**src/rtl/evt_timer8_pkg.sv**
```systemverilog
package evt_timer8_pkg;
  typedef enum logic {SRC_CYCLE = 1'b0, SRC_PIN = 1'b1} cnt_src_e;

  typedef struct packed {
    cnt_src_e   src;
    logic       edge_fall;
    logic       psc_on;
    logic [2:0] rate;
  } tmr_cfg_t;
endpackage

```
**src/rtl/evtt_phase.sv**
```systemverilog
module evtt_phase #(
  parameter int CLK_PER_CYC = 4
) (
  input  logic clk,
  input  logic rst,
  output logic cyc_tick
);
  localparam int CYC_W = (CLK_PER_CYC > 1) ? $clog2(CLK_PER_CYC) : 1;
  localparam logic [CYC_W-1:0] PH_LAST = CYC_W'(CLK_PER_CYC - 1);

  logic [CYC_W-1:0] ph;

  always_ff @(posedge clk) begin
    if (rst)                ph <= '0;
    else if (ph == PH_LAST) ph <= '0;
    else                    ph <= ph + CYC_W'(1);
  end

  // strobe on the last clock of each instruction cycle
  assign cyc_tick = (ph == PH_LAST);
endmodule

```
**src/rtl/evtt_edge.sv**
```systemverilog
module evtt_edge #(
  parameter int SYNC_STAGES = 2
) (
  input  logic clk,
  input  logic rst,
  input  logic pin,
  input  logic fall_sel,
  output logic pin_evt
);
  // SYNC_STAGES synchroniser flops plus one history flop
  logic [SYNC_STAGES:0] sh;
  logic synced, prev;

  always_ff @(posedge clk) begin
    if (rst) sh <= '0;
    else     sh <= {sh[SYNC_STAGES-1:0], pin};
  end

  assign synced  = sh[SYNC_STAGES-1];
  assign prev    = sh[SYNC_STAGES];
  assign pin_evt = fall_sel ? (prev & ~synced) : (synced & ~prev);
endmodule

```
**src/rtl/evtt_prescale.sv**
```systemverilog
module evtt_prescale #(
  parameter int PSC_W  = 8,
  parameter int RATE_W = 3
) (
  input  logic              clk,
  input  logic              rst,
  input  logic              clr,
  input  logic              on,
  input  logic [RATE_W-1:0] rate,
  input  logic              evt,
  output logic              inc
);
  logic [PSC_W-1:0] psc;
  logic [PSC_W-1:0] mask;

  // rate n selects the low n+1 bits; the divider wraps there
  always_comb begin
    mask = '0;
    for (int i = 0; i < PSC_W; i++) begin
      if (i <= int'(rate)) mask[i] = 1'b1;
    end
  end

  always_ff @(posedge clk) begin
    if (rst || clr)     psc <= '0;
    else if (evt && on) psc <= psc + PSC_W'(1);
  end

  assign inc = on ? (evt && ((psc & mask) == mask)) : evt;
endmodule

```
**src/rtl/evtt_core.sv**
```systemverilog
module evtt_core #(
  parameter int CNT_W   = 8,
  parameter int INH_CYC = 2
) (
  input  logic             clk,
  input  logic             rst,
  input  logic             wr_en,
  input  logic [CNT_W-1:0] wr_data,
  input  logic             cyc_tick,
  input  logic             inc,
  output logic             gate_open,
  output logic [CNT_W-1:0] count_q,
  output logic             ovf_q
);
  localparam int INH_W = $clog2(INH_CYC + 1);
  localparam logic [CNT_W-1:0] CNT_MAX = '1;

  logic [INH_W-1:0] inh;

  always_ff @(posedge clk) begin
    if (rst)                         inh <= '0;
    else if (wr_en)                  inh <= INH_W'(INH_CYC);
    else if (cyc_tick && inh != '0)  inh <= inh - INH_W'(1);
  end

  assign gate_open = (inh == '0);

  always_ff @(posedge clk) begin
    if (rst) begin
      count_q <= '0;
      ovf_q   <= 1'b0;
    end else if (wr_en) begin
      count_q <= wr_data;
      ovf_q   <= 1'b0;
    end else if (inc) begin
      count_q <= count_q + CNT_W'(1);
      ovf_q   <= (count_q == CNT_MAX);
    end else begin
      ovf_q   <= 1'b0;
    end
  end
endmodule

```
**src/rtl/evt_timer8.sv**
```systemverilog
module evt_timer8
  import evt_timer8_pkg::*;
#(
  parameter int CNT_W       = 8,
  parameter int PSC_W       = 8,
  parameter int RATE_W      = 3,
  parameter int CLK_PER_CYC = 4,
  parameter int SYNC_STAGES = 2,
  parameter int INH_CYC     = 2
) (
  input  logic              clk,
  input  logic              rst,
  input  logic              cnt_pin,
  input  logic              cfg_src_pin,
  input  logic              cfg_edge_fall,
  input  logic              cfg_psc_on,
  input  logic [RATE_W-1:0] cfg_rate,
  input  logic              wr_en,
  input  logic [CNT_W-1:0]  wr_data,
  output logic [CNT_W-1:0]  count_q,
  output logic              ovf_pulse
);
  tmr_cfg_t cfg;
  logic cyc_tick, pin_evt, src_evt, gated_evt, gate_open, cnt_inc;

  assign cfg = '{src: cnt_src_e'(cfg_src_pin), edge_fall: cfg_edge_fall,
                 psc_on: cfg_psc_on, rate: 3'(cfg_rate)};

  evtt_phase #(.CLK_PER_CYC(CLK_PER_CYC)) u_phase (
    .clk(clk), .rst(rst), .cyc_tick(cyc_tick));

  evtt_edge #(.SYNC_STAGES(SYNC_STAGES)) u_edge (
    .clk(clk), .rst(rst), .pin(cnt_pin), .fall_sel(cfg.edge_fall),
    .pin_evt(pin_evt));

  assign src_evt   = (cfg.src == SRC_PIN) ? pin_evt : cyc_tick;
  assign gated_evt = src_evt & gate_open & ~wr_en;

  evtt_prescale #(.PSC_W(PSC_W), .RATE_W(RATE_W)) u_psc (
    .clk(clk), .rst(rst), .clr(wr_en), .on(cfg.psc_on),
    .rate(RATE_W'(cfg.rate)), .evt(gated_evt), .inc(cnt_inc));

  evtt_core #(.CNT_W(CNT_W), .INH_CYC(INH_CYC)) u_core (
    .clk(clk), .rst(rst), .wr_en(wr_en), .wr_data(wr_data),
    .cyc_tick(cyc_tick), .inc(cnt_inc), .gate_open(gate_open),
    .count_q(count_q), .ovf_q(ovf_pulse));
endmodule

```
**config.mk**
```make
export PLATFORM = sky130hd
export DESIGN_NAME = evt_timer8
export DESIGN_NICKNAME = d
export VERILOG_FILES = /design/src/rtl/evt_timer8_pkg.sv /design/src/rtl/evtt_phase.sv /design/src/rtl/evtt_edge.sv /design/src/rtl/evtt_prescale.sv /design/src/rtl/evtt_core.sv /design/src/rtl/evt_timer8.sv
export SDC_FILE = /design/constraint.sdc
export NUM_CORES = 1
export LEC_CHECK = 0
export ABC_AREA = 1
export ABC_CLOCK_PERIOD_IN_PS = 3600
export CAP_MARGIN = 25
export CORE_MARGIN = 10
export CORE_UTILIZATION = 54
export CTS_CLUSTER_DIAMETER = 30
export DETAILED_ROUTE_END_ITERATION = 16
export PLACE_DENSITY = 0.84
export SETUP_SLACK_MARGIN = 0.4
export SYNTH_ARGS = -nofsm -noshare
export SYNTH_HDL_FRONTEND = slang
export SYNTH_SLANG_ARGS = --single-unit
```
**constraint.sdc**
```tcl
create_clock -name clk -period 3.6 [get_ports clk]
set_input_delay 0.54 -clock clk [delete_from_list [all_inputs] [get_ports clk]]
set_output_delay 0.54 -clock clk [all_outputs]
set_load 0.03 [all_outputs]
```
# Yosys cells after proc, flatten, opt, wreduce, memory -nomap -nowiden
# Cells that the tools add are included.
# Widths: inputs -> output; s select.
dict set report totals {
  out_inout_bits 9
  elab_cells 55
  ff_bits 24
}
dict set report classes {
  bitwise_logic 9
  n_eq_ne 3
  order_cmp 7
  n_addsub 4
  n_reduce_logical 11
  muxes 14
}
# cell n
set ops {}
lappend ops {{$add 8x1->8 const B} 2}
lappend ops {{$mux 8} 2}
lappend ops {{$le 3x3->1 const A} 4}
lappend ops {{$mux 1} 10}
lappend ops {{$and 8x8->8} 1}
lappend ops {{$eq 8x8->1} 1}
lappend ops {{$eq 8x8->1 const B} 1}
lappend ops {{$le 2x3->1 const A} 2}
lappend ops {{$reduce_bool 2->1} 3}
lappend ops {{$and 1x1->1} 4}
lappend ops {{$mux 2} 2}
lappend ops {{$not 1->1} 4}
lappend ops {{$reduce_or 2->1} 2}
lappend ops {{$le 1x3->1 const A} 1}
lappend ops {{$logic_and 1x1->1} 3}
lappend ops {{$reduce_or 3->1} 1}
lappend ops {{$add 2x1->2 const B} 1}
lappend ops {{$eq 2x2->1 const B} 1}
lappend ops {{$logic_not 2->1} 1}
lappend ops {{$sub 2x1->2 const B} 1}
lappend ops {{$logic_or 1x1->1} 1}

# Logic depth before layout (Yosys ltp)
# Gate-level depths: netlist of the first run.
dict set report logic_depth {
  depth_word 10
  depth_mapped 12
}

# Modules after synthesis
# A second synthesis of the first run with hierarchy kept.
dict set report unflattened {
  cells_unflattened 200
  area_unflattened_um2 1323.8
}
# mod cells_each n_inst area_per_inst_um2
set by_module_without_submodules {}
lappend by_module_without_submodules {evtt_core 90 1 628.1}
lappend by_module_without_submodules {evtt_prescale 79 1 481.7}
lappend by_module_without_submodules {evtt_edge 14 1 103.8}
lappend by_module_without_submodules {evtt_phase 9 1 75.1}
lappend by_module_without_submodules {evt_timer8 8 1 35.0}

# Least setup slack after synthesis of the first run
# Ideal clock, no wire load.
dict set report synth_path {
  kind {flip-flop to flip-flop}
  startpoint {reg u_core.count_q[0]}
  endpoint {reg u_core.count_q[6]}
  required_time_ps 3484
  slack_ps 2016
  path_stages_with_launch 9
  n_path_buf 0
  t_arrival_ps 1468
  setup_time_ps 116
  path_cell_list {dfxtp_1 > ha_1 > nand3_1 > nor2_1 > nand2_1 > xor2_1 > nand2_1 > o21ai_0 > nor2_1}
}
dict set report synth_via {
  elab_chain_len 3
}
# item line_no
set synth_lines {}
lappend synth_lines {{start: declaration} evtt_core.sv:12} ;# output logic [CNT_W-1:0] count_q,
lappend synth_lines {{start signal: assignment} evtt_core.sv:33} ;# count_q <= wr_data;
lappend synth_lines {{start signal: assignment} evtt_core.sv:36} ;# count_q <= count_q + CNT_W'(1);
lappend synth_lines {{$add 8x1->8} evtt_core.sv:36}
lappend synth_lines {{$mux 8} evtt_core.sv:35} ;# end else if (inc) begin
lappend synth_lines {{$mux 8} evtt_core.sv:32} ;# end else if (wr_en) begin
# Every way passes these cells. The select of a mux whose other input is x is not followed.
# A chain may end at the register's enable or synchronous reset.

# Final worst setup path of the first run
dict set report layout_path {
  startpoint {reg u_core.count_q[5]}
  endpoint {out count_q[5]}
}
# item line_no
set layout_lines {}
lappend layout_lines {{end: declaration} evt_timer8.sv:20} ;# output logic [CNT_W-1:0] count_q,
# No word-level cell between the ends.

==> results of run 1 <==
## worst min-delay path, delay by kind of cell, from the launching register on
| kind | cells | cell delay [ps] |
|---|---|---|
| buffers and inverters | 1 | 40 |
| DFF | 1 | 320 |
| and+or+nand+nor | 1 | 30 |
## per-layer routing
metal | global-route usage | part of all wire
met3 | 0.03566 | 0.057
met4 | 0.04656 | 0.0097
met2 | 0.2228 | 0.52
met1 | 0.1116 | 0.42
met5 | 0 | 0
## placed cells by master, fill, tap and decap left out, types with 2 or more instances in the layout
cell	netlist	layout
a21oi_1	11	11
nand2_4	2	2
nand4_1	3	3
dfxtp_1	24	24
ha_1	4	4
xor2_1	6	6
nor3_1	6	6
xnor2_1	3	3
nand3_1	14	14
clkdlybuf4s50_1	0	26
nand2_1	40	40
o21ai_0	12	12
inv_1	25	25
clkbuf_4	0	3
nor2_1	27	27
## worst max path at each step
stage | endpoint
finish | count_q[5]
detailed placement | u_psc.psc[5]
global placement | u_psc.psc[5]
global route | count_q[5]
floorplan | u_core.count_q[6]
CTS | count_q[5]
## sequential cells by signal, summed over array words and instances (netlist names)
signal	flops
u_core.count_q	8
u_psc.psc	8
u_edge.sh	3
u_core.inh	2
u_phase.ph	2
u_core.ovf_q	1
## where the power goes
part / internal [mW] / switching (mW)
registers: 0.277 / 0.0106
clock network: 0.0392 / 0.0766
logic: 0.0467 / 0.0518
total: 0.363 / 0.139
## cells by family (layout without fill, tap and decap cells)
group | after synthesis | in the layout | share of synthesized area
AOI/OAI and AO/OA | 24 | 24 | 0.09465
xor gates and xnor gates | 9 | 9 | 0.06023
adders and majority gates | 4 | 4 | 0.03824
buffers and inverters | 29 | 55 | 0.08317
DFF | 24 | 24 | 0.3671
muxes | 1 | 1 | 0.007648
and+or+nand+nor | 98 | 98 | 0.3490
## stage by stage
stage / instance area, um^2 / util
2_1_floorplan: 1309 / -
3_3_place_gp: 1593 / 0.7064
3_5_place_dp: 1593 / 0.7064
4_1_cts: 1615 / 0.7164
5_1_grt: 1615 / 0.7164
6_report: 1615 / 0.7164
## final cells by class
cell class                      instances  area share
Timing Repair Buffer                   26      0.1611
Inverter                               26     0.06042
Tap cell                               28     0.02169
Sequential cell                        24      0.2974
Multi-Input combinational cell        136      0.4454
Clock buffer                            3     0.01394
==> metrics.cfg, run 1 <==
[floorplanning]
floorplan.die_area_um2=4793
fp.dieH_um=69.23
num_io_pins=27
core-area_um2=2255
core.rowCount=17
start_util=0.5805
die_x_um=69.23

[drt]
vias_per_cell=5.267
route.final.wire_length_mm=2.890
remaining_drc_errors=0
first_iter_violations=56
routed_wire_length_per_instance_um=11.89
detail-route-antenna-nets=0
firstDrtPassIters=4
via_count_of_the_routed_design=1280

[setup_path]
critPathMaxFanout=6
critical_path_cell_count=1
ff2ff_setup_slack_ps=2050
cp-start-kind=flop
rr_startpoint=u_core.count_q[0]
critical_path.cell_chain=clkdlybuf4s50_1
reg2reg_to=u_core.count_q[6]
cp_slowest_stage_delay_ps=720
critical_path.n_buffers_inverters=1
worstSetupEndpointType=output port
worstPathArrival_ps=1490
crit_type=flop to output port
crit_slowest_cell=clkdlybuf4s50_1
cpLargestDelayFamily=buffers and inverters
rr_worst_depth=8
required_ps=3060
worst_setup_path_startpoint=u_core.count_q[5]

[job]
timing.max_cap.violations=0

[finish]
antennaDiodeCount=0
multiInputGateArea_um2=719.4
finish.cell_count_without_fillers=243
sequential_cell_area_um2=480.5
synthesis_to_layout_area_growth_pct=23.42
n_fill_cell=193
nNetsFinal=239
share_of_final_layout_standard_cells_stronger_than_drive_strength_1=0.05116

[timing]
relSlewSlack=0.6525
timing.setup.tns_ps=0
layout_min_cycle_time_ps=2032
fin_worst_hold_slack_ps=421.6
maxSlewViolCount=0
final-setup-viol-count=0
timing.final.hold_violations=0
grt_setup_unrepaired=false
maxClockFrequency_mhz=492.0
tightest_slew_ps=519.7
final.period_utilization=0.5646
worst_clock_skew_ps=8.419
timing.final.ws_setup_ps=1568

[clock_network]
cts_tree=built
ctsLongestPathBuffers=2
clkLatencyLatePin_ps=320
cts_repair_resize_count=0
cts.htree.levels=1
postCtsHoldBufs=0
post-cts-setup-buffer-count=0
clk_transition_reported_paths_ps=120
cts_sinks=24
cts_root_buf=clkbuf_4
cts_buffers=3

[grt]
grt.total_usage=0.1167
globalRoute.totalOverflow=0
maximum_number_of_pins_on_one_net_before_global_route_repair=15
grt_pass1_wl_mm=4.940
number_of_antenna_violations_at_the_first_check_in_global_routing=0
via_count_of_the_first_global_routing_pass=1275

[yosys]
synth_ff_type=dfxtp_1
post_synth.cell_area_avg_um2=6.925
synth_commonest_cells=nand2_1, nor2_1, inv_1
yosys_register_bits=24
syn_inst=189
async_s_r_ff_share_synth=0
synthTopCellsByArea=dfxtp_1, nand2_1, nor2_1
seq_area_frac_synth=0.3671
synthDominantAreaCellType=dfxtp_1
synth_edf_count=0
ys_types=23
syn_nets=211
synth.yosys.warnings=0
synthMostInstantiatedCell=nand2_1
synth.top_cell.area_share=0.3671
syn-cell-area_um2=1309

[placed_design]
portBuffers=26
pre_cts_ws_ps=1381
dp.final_hpwl_mm=2.319
final_estimated_routing_congestion_in_global_placement=0.8885
numPlacedInstances=240

[min_path]
hold_class=flop to flop
worstHoldStart=u_edge.sh[0]
holdPathStages=2
hold_ep=u_edge.sh[1]

[pwr]
ir_drop_v=0.0002313
p_leak_nw=0.6679
power-per-cell-area_nw_per_um2=310.9
p_total_mw=0.5022

[run_status]
status=finished, final reports clean

Note: power is estimated with default switching activity, not from simulation.
==> run 2: changes to the inputs <==
Settings changed: ABC_CLOCK_PERIOD_IN_PS 3600 to 1800, CORE_UTILIZATION 54 to 45, PLACE_DENSITY 0.84 to 0.74.
Clock period 3.6 ns to 1.8 ns, I/O delays scaled along.
==> metrics.cfg, run 2 (synthesized netlist as in run 1, its figures left out) <==
[grt]
maximum_number_of_pins_on_one_net_before_global_route_repair=14
met3_usage=0.03989
grt.total_usage=0.1207
grt_pass1_wl_mm=5.451
globalRoute.totalOverflow=0
grt_util_met2=0.2216
grt_util_met1=0.1220
number_of_antenna_violations_at_the_first_check_in_global_routing=0
top_usage_layer=met2
via_count_of_the_first_global_routing_pass=1345

[pwr]
p_leak_nw=0.8242
ir_drop_v=0.0005962
p_total_mw=1.125
power-per-cell-area_nw_per_um2=576.7

[timing]
timing.setup.tns_ps=0
maxClockFrequency_mhz=690.5
final-setup-viol-count=0
fin_worst_hold_slack_ps=418.9
timing.final.hold_violations=0
relSlewSlack=0.7881
maxSlewViolCount=0
grt_setup_unrepaired=true
final.period_utilization=0.8046
tightest_slew_ps=314.5
worst_clock_skew_ps=13.54
layout_min_cycle_time_ps=1448

[setup_path]
ff2ff_setup_slack_ps=390
worstSetupEndpointType=flop
rr_worst_depth=10
crit_type=input port to flop
critPathMaxFanout=14
rr_startpoint=u_core.inh[0]
cp_slowest_stage_delay_ps=560
worstPathArrival_ps=1720
worst_setup_path_startpoint=wr_en
critPathCapture=u_core.count_q[6]
reg2reg_to=u_psc.psc[3]
cp-start-kind=input port
required_ps=2070
critical_path.cell_chain=clkdlybuf4s50_1 > buf_4 > clkinvlp_2 > nand2_1 > o21ai_2 > nor2_1
crit_slowest_cell=clkdlybuf4s50_1

[clock_network]
ctsLongestPathBuffers=2
cts_root_buf=clkbuf_4
cts_tree=built
clk_transition_reported_paths_ps=130
cts_sinks=24
cts.htree.levels=1
clkLatencyLatePin_ps=320
cts_buffers=3

[finish]
antennaDiodeCount=0
final_cell_mix=nand2_1, nor2_1, inv_1
mostFrequentLayoutCell=nand2_1
largest_registers=u_core.count_q x8, u_psc.psc x8, u_edge.sh x3
synthesis_to_layout_area_growth_pct=49.04
share_of_final_layout_standard_cells_stronger_than_drive_strength_1=0.3391
nNetsFinal=256

[drt]
firstDrtPassIters=4
detail-route-antenna-nets=0
via_count_of_the_routed_design=1377
remaining_drc_errors=0
route.final.wire_length_mm=3.597
vias_per_cell=5.216
first_iter_violations=60
routed_wire_length_per_instance_um=13.63

[job]
timing.max_cap.violations=0

[min_path]
holdPathStages=2
hold_class=flop to flop

[placed_design]
dp.final_hpwl_mm=2.380
final_estimated_routing_congestion_in_global_placement=0.8458
portBuffers=26

[floorplanning]
fp.dieH_um=73.93
start_util=0.4746
num_io_pins=27
core-area_um2=2758
floorplan.die_area_um2=5466
core.rowCount=19
die_x_um=73.93

[run_status]
status=finished, final reports clean

[run 2: final cells by class]
cell class	count	area, um^2
Inverter	26	106.4
Timing Repair Buffer	42	384.1
Multi-Input combinational cell	136	883.3
Sequential cell	24	496.7
Timing Repair inverter	1	5.005
Tap cell	31	38.79
Clock buffer	4	36.28
Fill cell	198	807.0
[run 2: stage by stage]
stage          worst slack, ps  std cells    util  cell area, um^2
6_report                 351.8        264  0.7074             1951
2_1_floorplan            364.9        189       -             1315
5_1_grt                  282.9        264  0.7074             1951
4_1_cts                  327.2        254  0.6293             1735
3_3_place_gp             138.0        246  0.5894             1625
3_5_place_dp             73.81        246  0.5894             1625
[run 2: report_power, final]
| group | switching [mW] | total, mW | internal [mW] | leakage, nW |
|---|---|---|---|---|
| logic | 0.140 | 0.260 | 0.120 | 0.602 |
| clock network | 0.158 | 0.281 | 0.124 | 0.0210 |
| registers | 0.0264 | 0.584 | 0.557 | 0.201 |
| total | 0.324 | 1.12 | 0.801 | 0.824 |
[run 2: worst min path at each step]
stage	startpoint	to	slack [ps]
after floorplan	cnt_pin	u_edge.sh[0]	380
after global placement	u_edge.sh[0]	u_edge.sh[1]	400
after detailed placement	u_edge.sh[0]	u_edge.sh[1]	400
after CTS	u_edge.sh[0]	u_edge.sh[1]	420
after global routing	u_edge.sh[0]	u_edge.sh[1]	450
final	u_edge.sh[0]	u_edge.sh[1]	420
[run 2: per-layer routing]
layer / routed length [um] / part of all wire
met1: 1391 / 0.39
met2: 1876 / 0.52
met3: 233 / 0.065
met4: 95 / 0.026
met5: 0 / 0
[run 2: timing repair]
action | CTS | global route
pin swaps | 6 | 13
setup buffers | 4 | 9
gates resized for setup | 34 | 53
hold endpoints to repair | 0 | 0
cloned | 0 | 1
setup endpoints to repair | 23 | 21
hold buffers | 0 | 0
[run 2: critical path, delay by kind of cell]
kind	cells	cell delay [ps]
compound gates	1	80
buf+inv	3	1110
simple gates	2	260
==> run 3: changes to the inputs <==
Settings changed: ABC_CLOCK_PERIOD_IN_PS 1800 to 1250.
Clock period 1.8 ns to 1.25 ns, I/O delays scaled along.
==> metrics.cfg, run 3 (synthesized netlist as in run 1, its figures left out) <==
[placed_design]
final_estimated_routing_congestion_in_global_placement=0.8510
dp.final_hpwl_mm=2.637
pre_cts_ws_ps=-389.8
portBuffers=26

[drt]
remaining_drc_errors=0
vias_per_cell=5.315
route.final.wire_length_mm=4.140
first_iter_violations=72
detail-route-antenna-nets=0
firstDrtPassIters=4
via_count_of_the_routed_design=1483
routed_wire_length_per_instance_um=14.84

[floorplanning]
num_io_pins=27
core-area_um2=2758
floorplan.die_area_um2=5466
die_x_um=73.93
core.rowCount=19
fp.dieH_um=73.93
start_util=0.4746

[grt]
top_usage_layer=met2
grt_pass1_wl_mm=6.472
grt_util_met1=0.1452
grt.total_usage=0.1451
number_of_antenna_violations_at_the_first_check_in_global_routing=0
maximum_number_of_pins_on_one_net_before_global_route_repair=14
globalRoute.totalOverflow=0
grt_util_met2=0.2756
met3_usage=0.03989
via_count_of_the_first_global_routing_pass=1520

[clock_network]
clkLatencyLatePin_ps=310
cts_root_buf=clkbuf_4
cts_buffers=3
cts_tree=built
cts_sinks=24
cts.htree.levels=1
ctsLongestPathBuffers=2
clk_transition_reported_paths_ps=130

[pwr]
ir_drop_v=0.0006104
switchingPower_mw=0.4998
clkPwrFrac=0.246
power.internal_mw=1.201
p_leak_nw=0.9012
power.share.combinational=0.261
power.switching_fraction=0.2939
power-per-cell-area_nw_per_um2=791.6
seq_pwr_share=0.493
p_total_mw=1.701

[timing]
grt_setup_unrepaired=true
layout_min_cycle_time_ps=1469
relSlewSlack=0.8060
timing.final.hold_violations=0
timing.setup.tns_ps=-2295
maxSlewViolCount=0
final.period_utilization=1.175
timing.final.ws_setup_ps=-219.2
maxClockFrequency_mhz=680.6
final-setup-viol-count=18
tightest_slew_ps=288.7
worst_clock_skew_ps=3.287

[setup_path]
worstPathArrival_ps=1690
cp-start-kind=flop
worst_path_most_repeated_cell=nand2_1
critical_path.cell_chain=ha_4 > nor2_2 > nor3_2 > nand2_2 > inv_2 > nand2_4 > nand2_8 > nand2_1 > nand2_1 > nor2_1
worstSetupEndpointType=flop
cp_slowest_stage_delay_ps=370
crit_slowest_cell=dfxtp_2
critical_path.n_buffers_inverters=1
critPathMaxFanout=8
cpLargestDelayFamily=simple AND/OR/NAND/NOR gates
crit_type=flop to flop
required_ps=1470

[finish]
largest_registers=u_core.count_q x8, u_psc.psc x8, u_edge.sh x3
final_cell_mix=nand2_1, buf_4, nor2_1
finalCoreUtilization=0.7790
antennaDiodeCount=0
share_of_final_layout_standard_cells_stronger_than_drive_strength_1=0.4194
nNetsFinal=271
synthesis_to_layout_area_growth_pct=64.15
mostFrequentLayoutCell=nand2_1

[run_status]
violations_in_the_final_reports=setup timing
status=complete, but fails checks

[min_path]
hold_class=input port to flop

[job]
timing.max_cap.violations=0

run 3: cell types whose count changed in the layout (fill, tap and decap cells not counted), moves of 3 or more:
cell             before  now
buf_4                14   24
clkbuf_2              3    0
dfxtp_2              10    6
buf_6                 2   15
dfxtp_4               1    7
nor3_2                2    5
nand2_2               5    8
clkdlybuf4s15_2       4    0
run 3: worst register-to-register path: cells and delay by family, from the launching register on:
family                   cells  cell delay [ps]
adder cells (fa/ha/maj)      1              140
flip-flops                   1              370
AND/OR/NAND/NOR              8              770
buffers and inverters        1               90
run 3: path summary, 6_finish.rpt:
path	startpoint	cells after the start	endpoint	slack, ps
min	cnt_pin	3	u_edge.sh[0]	370
max reg2reg	u_phase.ph[1]	10	u_core.count_q[1]	-220
min reg2reg	u_edge.sh[0]	2	u_edge.sh[1]	440
max	u_phase.ph[1]	10	u_core.count_q[1]	-220
run 3: per-stage QoR:
step / hold WS [ps] / area (um^2) / instances
2_1_floorplan: 294.5 / 1375 / 189
3_3_place_gp: 396.0 / 1798 / 262
3_5_place_dp: 408.3 / 1798 / 262
4_1_cts: 360.8 / 2053 / 275
5_1_grt: 380.2 / 2148 / 279
6_report: 365.7 / 2148 / 279
run 3: routing by layer:
layer / share of wire / routed length (um)
met2: 0.56 / 2306
met5: 0 / 0
met3: 0.054 / 225
met4: 0.017 / 69
met1: 0.37 / 1538
run 3: timing repair:
item | in CTS | in global routing
buffers inserted | 8 | 4
endpoints found under the setup margin | 30 | 32
gates resized for setup | 53 | 16
hold buffers | 0 | 0
pin swaps | 20 | 7
gates cloned | 1 | 0
run 3: final cells by class:
type                            count  area (um^2)
Clock buffer                        4        36.28
Fill cell                         185        609.3
Inverter                           26        100.1
Multi-Input combinational cell    137        917.1
Sequential cell                    24        514.2
Tap cell                           31        38.79
Timing Repair Buffer               57        541.8
run 3: power groups by stage:
stage                     clock (mW)  combinational (mW)  sequential [mW]
final                          0.419               0.444            0.838
after CTS                      0.418               0.402            0.833
after detailed placement           0               0.330            0.845
after floorplan                    0               0.140            0.878
after global placement             0               0.318            0.843
after global routing           0.451               0.478            0.843
